**config.mk**
```make
export PLATFORM = sky130hd
export DESIGN_NAME = irq_holdoff_ctrl
export DESIGN_NICKNAME = d
export VERILOG_FILES = /design/src/rtl/irq_hold_pkg.sv /design/src/rtl/irq_status_bank.sv /design/src/rtl/irq_tick_gen.sv /design/src/rtl/irq_sat_counter.sv /design/src/rtl/irq_holdoff_ctrl.sv
export SDC_FILE = /design/constraint.sdc
export NUM_CORES = 1
export LEC_CHECK = 0
export BUFFER_PORTS_ARGS = -buffer_cell sky130_fd_sc_hd__buf_4
export CAP_MARGIN = 5
export CORE_ASPECT_RATIO = 0.7
export CORE_UTILIZATION = 55
export CTS_CLUSTER_SIZE = 10
export DETAILED_ROUTE_END_ITERATION = 7
export GPL_ROUTABILITY_DRIVEN = 0
export PLACE_DENSITY = 0.8
export SYNTH_ARGS = -nofsm -noshare
export SYNTH_HDL_FRONTEND = slang
export SYNTH_SLANG_ARGS = --single-unit
```
**constraint.sdc**
```tcl
create_clock -name clk -period 3.21 [get_ports clk]
set_input_delay 0.321 -clock clk [delete_from_list [all_inputs] [get_ports clk]]
set_output_delay 0.321 -clock clk [all_outputs]
set_load 0.005 [all_outputs]
```
**src/rtl/irq_hold_pkg.sv**
```systemverilog
package irq_hold_pkg;

   typedef enum logic [1:0] {
      HS_IDLE   = 2'd0,
      HS_TIMING = 2'd1,
      HS_OPEN   = 2'd2
   } hold_state_e;

   localparam logic [1:0] ADDR_STATUS = 2'd0;
   localparam logic [1:0] ADDR_MASK   = 2'd1;
   localparam logic [1:0] ADDR_CTRL   = 2'd2;
   localparam logic [1:0] ADDR_HOLD   = 2'd3;

   // holdoff word field positions
   localparam int unsigned HOLD_LSB  = 0;
   localparam int unsigned RXTHR_LSB = 8;
   localparam int unsigned TXTHR_LSB = 13;
   localparam int unsigned FIRST_BIT = 24;
   localparam int unsigned FAST_BIT  = 25;

   localparam int unsigned HOLD_FIELD_W = 8;
   localparam int unsigned THR_FIELD_W  = 5;

endpackage

```
**src/rtl/irq_status_bank.sv**
```systemverilog
module irq_status_bank #(
   parameter int unsigned LOW_N  = 8,
   parameter int unsigned HIGH_N = 4,
   localparam int unsigned NSRC  = LOW_N + HIGH_N,
   localparam int unsigned SW    = NSRC + 1
) (
   input  logic            clk,
   input  logic            rst_n,
   input  logic [NSRC-1:0] src_set,
   input  logic            clr,
   input  logic [SW-1:0]   mask,
   input  logic            gen,
   output logic [SW-1:0]   status,
   output logic            pending
);

   logic [NSRC-1:0] raw_q;

   always_ff @(posedge clk or negedge rst_n) begin
      if (!rst_n) raw_q <= '0;
      else        raw_q <= (clr ? '0 : raw_q) | src_set;
   end

   assign status  = {raw_q[NSRC-1:LOW_N], |raw_q[NSRC-1:LOW_N], raw_q[LOW_N-1:0]};
   assign pending = gen && |(status & mask);

   AST_SET_WINS: assert property (@(posedge clk) disable iff (!rst_n)
      (|src_set) |=> ((raw_q & $past(src_set)) == $past(src_set)));
   AST_READ_CLEARS: assert property (@(posedge clk) disable iff (!rst_n)
      (clr && src_set == '0) |=> (raw_q == '0));

endmodule

```
**src/rtl/irq_tick_gen.sv**
```systemverilog
module irq_tick_gen #(
   parameter int unsigned FAST_DIV = 4,
   parameter int unsigned SLOW_DIV = 25,
   localparam int unsigned PW = (SLOW_DIV > 2) ? $clog2(SLOW_DIV) : 1
) (
   input  logic clk,
   input  logic rst_n,
   input  logic run,
   input  logic fast,
   output logic tick
);

   logic [PW-1:0] presc_q;
   logic [PW-1:0] lim;

   generate
      if (FAST_DIV == SLOW_DIV) begin : g_single
         logic fast_unused;
         assign fast_unused = fast;
         assign lim = PW'(SLOW_DIV - 1);
      end else begin : g_dual
         assign lim = fast ? PW'(FAST_DIV - 1) : PW'(SLOW_DIV - 1);
      end
   endgenerate

   assign tick = run && (presc_q == lim);

   always_ff @(posedge clk or negedge rst_n) begin
      if (!rst_n)       presc_q <= '0;
      else if (!run)    presc_q <= '0;
      else if (tick)    presc_q <= '0;
      else              presc_q <= presc_q + 1'b1;
   end

   AST_TICK_SPACED: assert property (@(posedge clk) disable iff (!rst_n)
      tick |=> !tick);

endmodule

```
**src/rtl/irq_sat_counter.sv**
```systemverilog
module irq_sat_counter #(
   parameter int unsigned W = 5
) (
   input  logic         clk,
   input  logic         rst_n,
   input  logic         clear,
   input  logic         ev,
   input  logic [W-1:0] thr,
   output logic         hit
);

   logic [W-1:0] cnt_q;

   always_ff @(posedge clk or negedge rst_n) begin
      if (!rst_n)                    cnt_q <= '0;
      else if (clear)                cnt_q <= '0;
      else if (ev && cnt_q != '1)    cnt_q <= cnt_q + 1'b1;
   end

   assign hit = (thr != '0) && (cnt_q >= thr);

   AST_NO_OVERFLOW: assert property (@(posedge clk) disable iff (!rst_n)
      (!clear && ev && cnt_q == '1) |=> (cnt_q == '1));

endmodule

```
**src/rtl/irq_holdoff_ctrl.sv**
```systemverilog
module irq_holdoff_ctrl
   import irq_hold_pkg::*;
#(
   parameter int unsigned LOW_N    = 8,
   parameter int unsigned HIGH_N   = 4,
   parameter int unsigned HOLD_W   = 8,
   parameter int unsigned CNT_W    = 5,
   parameter int unsigned FAST_DIV = 4,
   parameter int unsigned SLOW_DIV = 25,
   parameter int unsigned DATA_W   = 32,
   localparam int unsigned NSRC    = LOW_N + HIGH_N,
   localparam int unsigned SW      = NSRC + 1,
   localparam int unsigned NDIR    = 2
) (
   input  logic              clk,
   input  logic              rst_n,
   input  logic [NSRC-1:0]   src_set,
   input  logic              rx_done,
   input  logic              tx_done,
   input  logic              reg_wr,
   input  logic              reg_rd,
   input  logic [1:0]        reg_addr,
   input  logic [DATA_W-1:0] reg_wdata,
   output logic [DATA_W-1:0] reg_rdata,
   output logic              irq
);

   generate
      if (LOW_N < 1 || HIGH_N < 1)            begin : g_bad_src   $error("source counts must be >= 1");       end
      if (SW > DATA_W)                        begin : g_bad_sw    $error("status wider than data word");      end
      if (HOLD_W > HOLD_FIELD_W || HOLD_W < 1) begin : g_bad_hold $error("HOLD_W exceeds its field");         end
      if (CNT_W > THR_FIELD_W || CNT_W < 1)   begin : g_bad_cnt   $error("CNT_W exceeds its field");          end
      if (FAST_DIV < 2 || SLOW_DIV < FAST_DIV) begin : g_bad_div  $error("need 2 <= FAST_DIV <= SLOW_DIV");   end
      if (DATA_W <= FAST_BIT)                 begin : g_bad_dw    $error("DATA_W too narrow for holdoff word"); end
   endgenerate

   logic              gen_q, auto_q, first_q, fast_q;
   logic [SW-1:0]     mask_q;
   logic [HOLD_W-1:0] hold_q;
   logic [CNT_W-1:0]  thr_q [NDIR];
   hold_state_e       state_q;
   logic              fired_q;

   logic              wr_ctrl, rd_status;
   logic [SW-1:0]     status;
   logic              pending, trig, expire, timing, tick, hold_hit;
   logic [NDIR-1:0]   pkt_ev, pkt_hit;
   logic              wdata_unused;

   assign wdata_unused = ^reg_wdata;
   assign wr_ctrl   = reg_wr && (reg_addr == ADDR_CTRL);
   assign rd_status = reg_rd && (reg_addr == ADDR_STATUS);

   // register file
   always_ff @(posedge clk or negedge rst_n) begin
      if (!rst_n) begin
         gen_q   <= 1'b0;
         auto_q  <= 1'b0;
         first_q <= 1'b0;
         fast_q  <= 1'b0;
         mask_q  <= '0;
         hold_q  <= '0;
         for (int d = 0; d < NDIR; d++) thr_q[d] <= '0;
      end else begin
         if (wr_ctrl) begin
            gen_q  <= reg_wdata[0];
            auto_q <= reg_wdata[1];
         end else if (auto_q && rd_status) begin
            gen_q  <= 1'b0;
         end
         if (reg_wr && reg_addr == ADDR_MASK) mask_q <= reg_wdata[SW-1:0];
         if (reg_wr && reg_addr == ADDR_HOLD) begin
            hold_q   <= reg_wdata[HOLD_LSB +: HOLD_W];
            thr_q[0] <= reg_wdata[RXTHR_LSB +: CNT_W];
            thr_q[1] <= reg_wdata[TXTHR_LSB +: CNT_W];
            first_q  <= reg_wdata[FIRST_BIT];
            fast_q   <= reg_wdata[FAST_BIT];
         end
      end
   end

   always_comb begin
      reg_rdata = '0;
      unique case (reg_addr)
         ADDR_STATUS: reg_rdata[SW-1:0] = status;
         ADDR_MASK:   reg_rdata[SW-1:0] = mask_q;
         ADDR_CTRL:   reg_rdata[1:0]    = {auto_q, gen_q};
         default: begin
            reg_rdata[HOLD_LSB +: HOLD_W]  = hold_q;
            reg_rdata[RXTHR_LSB +: CNT_W]  = thr_q[0];
            reg_rdata[TXTHR_LSB +: CNT_W]  = thr_q[1];
            reg_rdata[FIRST_BIT]           = first_q;
            reg_rdata[FAST_BIT]            = fast_q;
         end
      endcase
   end

   irq_status_bank #(.LOW_N(LOW_N), .HIGH_N(HIGH_N)) u_status (
      .clk(clk), .rst_n(rst_n), .src_set(src_set), .clr(rd_status),
      .mask(mask_q), .gen(gen_q), .status(status), .pending(pending)
   );

   assign timing = (state_q == HS_TIMING);

   irq_tick_gen #(.FAST_DIV(FAST_DIV), .SLOW_DIV(SLOW_DIV)) u_tick (
      .clk(clk), .rst_n(rst_n), .run(timing), .fast(fast_q), .tick(tick)
   );

   irq_sat_counter #(.W(HOLD_W)) u_hold_cnt (
      .clk(clk), .rst_n(rst_n), .clear(!timing), .ev(tick),
      .thr(hold_q), .hit(hold_hit)
   );

   assign pkt_ev = {tx_done, rx_done};

   generate
      for (genvar d = 0; d < NDIR; d++) begin : g_pkt
         irq_sat_counter #(.W(CNT_W)) u_pkt_cnt (
            .clk(clk), .rst_n(rst_n), .clear(!timing), .ev(pkt_ev[d]),
            .thr(thr_q[d]), .hit(pkt_hit[d])
         );
      end
   endgenerate

   assign trig   = first_q ? pending : gen_q;
   assign expire = (hold_q == '0) || hold_hit || (|pkt_hit);

   always_ff @(posedge clk or negedge rst_n) begin
      if (!rst_n) begin
         state_q <= HS_IDLE;
         fired_q <= 1'b0;
      end else begin
         unique case (state_q)
            HS_IDLE: begin
               fired_q <= 1'b0;
               if (trig) state_q <= HS_TIMING;
            end
            HS_TIMING: begin
               if (!trig)       state_q <= HS_IDLE;
               else if (expire) state_q <= HS_OPEN;
            end
            HS_OPEN: begin
               if (pending)      fired_q <= 1'b1;
               else if (fired_q) state_q <= HS_IDLE;
            end
            default: state_q <= HS_IDLE;
         endcase
      end
   end

   assign irq = pending && (state_q == HS_OPEN || hold_q == '0);

   AST_GEN_GATES_IRQ: assert property (@(posedge clk) disable iff (!rst_n)
      irq |-> gen_q);
   AST_AUTO_DISABLE: assert property (@(posedge clk) disable iff (!rst_n)
      (auto_q && rd_status && !wr_ctrl) |=> !gen_q);
   AST_HOLD_PATH: assert property (@(posedge clk) disable iff (!rst_n)
      ($rose(irq) && hold_q != '0) |-> ($past(state_q) != HS_IDLE));

endmodule

```
==> reports/qor.csv <==
stage;metric;value;unit
routing;firstDrtPassIters;4;
yosys;synthTopCellsByArea;dfrtp_1 (46%), mux2_2 (12%), ha_1 (7.6%);
yosys;synthFlopType;dfrtp_1;
layout;mostFrequentLayoutCell;dfrtp_1;
yosys;yosysTopAreaCellShare;46.2;%
power_and_ir_drop;leakage;2.22;nW
routing;first_iter_violations;157;
floorplan;initial_core_util;57.7;%
power_and_ir_drop;cellPowerDensity;507;nW/um^2
global_routing;grt.busiest_layer;met2;
yosys;synth.avg_cell_area;11.2;um^2
yosys;yosysUniqueCellTypes;52;
setup_path;critPathKind;reg -> out;
sta;clock.fmax;390;MHz
clock_network;clkLatencyLatePin;0.35;ns
yosys;ys_warn_count;0;
global_routing;grtUsageTotal;24.8;%
power_and_ir_drop;ir_drop;0.266;mV
routing;via_count;2900;
min_path;hold_class;in -> async;
global_routing;grt_pass1_wl;13700;um
placed_design;place_hpwl;6040;um
floorplan;die_h;73.0;um
clock_network;cts_tree;done;
global_routing;grt_overflow;0;
clock_network;cts_buffer_depth;2;
power_and_ir_drop;pwr-share-seq;48.8;%
routing;via_per_inst;5.66;
layout;layout_common_cells;dfrtp_1 (73), buf_4 (62), mux2_2 (43);
yosys;synthArstFlopShare;100;%
yosys;synth_top_area_cell;dfrtp_1;
setup_path;crit_path_end_kind;output pin;
layout;drive_gt1_share;31.8;%
sta;setup_tns;0;ns
layout;syn_to_final_growth;17.2;%
clock_network;clk_pin_slew;0.07;ns
clock_network;cts_made_buffers;9;
setup_path;crit_arrival;2.24;ns
sta;period_minus_slack;2.56;ns
global_routing;met3_usage;6.32;%
yosys;ys_seq_area_share;46.2;%
yosys;synth_edf_count;0;
clock_network;h-tree-depth;3;
sta;clock_skew;0.0102;ns
floorplan;core_area;6850;um^2
layout;final_area;4640;um^2
sta;rsz0062_at_grt;false;
routing;drc_errors;0;
power_and_ir_drop;clkPwrFrac;30.4;%
clock_network;post-cts-setup-buffer-count;0;
floorplan;die-area;7540;um^2
clock_network;cts-root-buf;clkbuf_8;
floorplan;die_w;103;um
setup_path;cp.required;2.89;ns
global_routing;met1_usage;35.0;%
status;status;completed;
routing;antenna_left;0;
routing;wl_per_cell;16.5;um
power_and_ir_drop;switchingPower;0.000672;W
power_and_ir_drop;switching_share;28.6;%
placed_design;place_area;4440;um^2
setup_path;startpoint_type;flop;
clock_network;ctsHoldBuffers;0;
placed_design;port_buffers;60;
sta;drv_slew;0;
floorplan;rows;25;
sta;relSlewSlack;39.2;%
clock_network;clock-sinks;73;
layout;n_antenna_cell;0;
yosys;syn-instance-count;354;
layout;nets;489;
sta;setup_viol;0;
sta;worst_pin_slew;0.913;ns
global_routing;grt_max_degree;74;
job;maxCapViolations;0;
setup_path;crit_fanout;4;
clock_network;cts_resized;0;
power_and_ir_drop;p_int;0.00168;W
floorplan;io_pins;85;
yosys;yosys_register_bits;73;
power_and_ir_drop;power;0.00235;W
yosys;synthesis.area;3960;um^2
global_routing;antenna_found_initial;0;
sta;fin_crit_sh;79.8;%
power_and_ir_drop;comb_power_share;20.8;%
routing;wl;8430;um
global_routing;use_met2;37.6;%
sta;finalHoldViolCount;0;
global_routing;grt_pass1_vias;2751;
[critical path, stage by stage, from the launching register on]
cell	delay [ns]
dfrtp_1	0.42
or4_4	0.55
a211o_1	0.31
nor3_2	0.22
nand2b_2	0.21
a21oi_1	0.05
buf_4	0.13
[kinds of logic after synthesis]
kind of cell               count (synthesis)  share of synthesized area, %
and+or+nand+nor                           89                          11.9
other                                      1                        0.0948
muxes                                     50                          14.6
AOI/OAI and AO/OA                         57                          11.0
xor gates and xnor gates                  14                          3.10
adders and majority gates                 24                          7.59
DFF                                       73                          46.2
buffers and inverters                     46                          5.50
[metrics by stage]
step	cells	util, %	worst slack, ns	hold slack, ns
final	512	67.7	0.648	0.107
after global routing	512	67.7	0.585	0.130
after CTS	512	67.7	0.655	0.128
after detailed placement	496	64.8	1.04	0.502
after global placement	496	64.8	1.05	0.492
after floorplan	365	-	1.30	0.0254
[layout make-up]
class                      instances  area [um^2]
tap                               94          118
multi-input combinational        246         1950
clock buffer                      11          141
inverter                          21         78.8
fill                             516         2210
sequential                        73         1830
timing repair buffer              62          465
clock inverter                     5         55.1
[power by group through the flow]
stage / logic, W / clock network (W) / registers (W)
after floorplan: 0.000335 / 0 / 0.00112
after global placement: 0.000469 / 0 / 0.00115
after detailed placement: 0.000489 / 0 / 0.00116
after CTS: 0.000495 / 0.000731 / 0.00114
after global routing: 0.000550 / 0.000763 / 0.00116
final: 0.000489 / 0.000714 / 0.00115
[flip-flops by register name, indices dropped and copies added, names as in the netlist]
register and cells:
mask_q 13, u_status.raw_q 12, g_pkt.u_pkt_cnt.cnt_q 10, thr_q 10, hold_q 8, u_hold_cnt.cnt_q 8, u_tick.presc_q 5, state_q 2
auto_q 1, fast_q 1, fired_q 1, first_q 1, gen_q 1
[layer usage]
layer	part of all wire (%)	routed length, um	vias up
met5	0	0	-
met2	47	3980	90
met4	1.3	109	0
met1	46	3910	1443
li1	-	-	1359
met3	5.1	434	8
[synth_stat cells (2+ instances only)]
master and number:
o21ai_0 6, nand3_1 8, nor4_1 3, mux4_2 2, nor2b_1 2, a22o_2 3
buf_4 12, dfrtp_1 73, a22oi_1 4, inv_1 21, nand4_1 5, a21oi_1 7
mux2i_1 5, ha_1 24, nand2b_1 4, nor2_1 27, o21a_1 2, mux2_2 43
xnor2_1 4, a2111oi_0 2, xor2_1 10, a22o_1 10, nand3b_1 3, clkbuf_1 12
nor3_1 2, and3_1 11, a21o_1 11, nand2_1 14
[final timing paths]
path / from / endpoint / slack, ns / cells after the start
setup / recovery: u_status.raw_q[8]$_DFF_PN0_ / irq / 0.65 / 6
hold / removal: rst_n / u_tick.presc_q[4]$_DFF_PN0_ / 0.11 / 1
setup reg to reg: g_pkt[0].u_pkt_cnt.cnt_q[0]$_DFFE_PN0P_ / state_q[1]$_DFFE_PN0P_ / 1.02 / 8
hold reg to reg: u_status.raw_q[7]$_DFF_PN0_ / u_status.raw_q[7]$_DFF_PN0_ / 0.52 / 1
max in group asynchronous: rst_n / u_hold_cnt.cnt_q[4]$_DFFE_PN0P_ / 2.53 / 1
min in group clk: src_set[7] / u_status.raw_q[7]$_DFF_PN0_ / 0.14 / 2
Power figures use the tool's default switching activity.
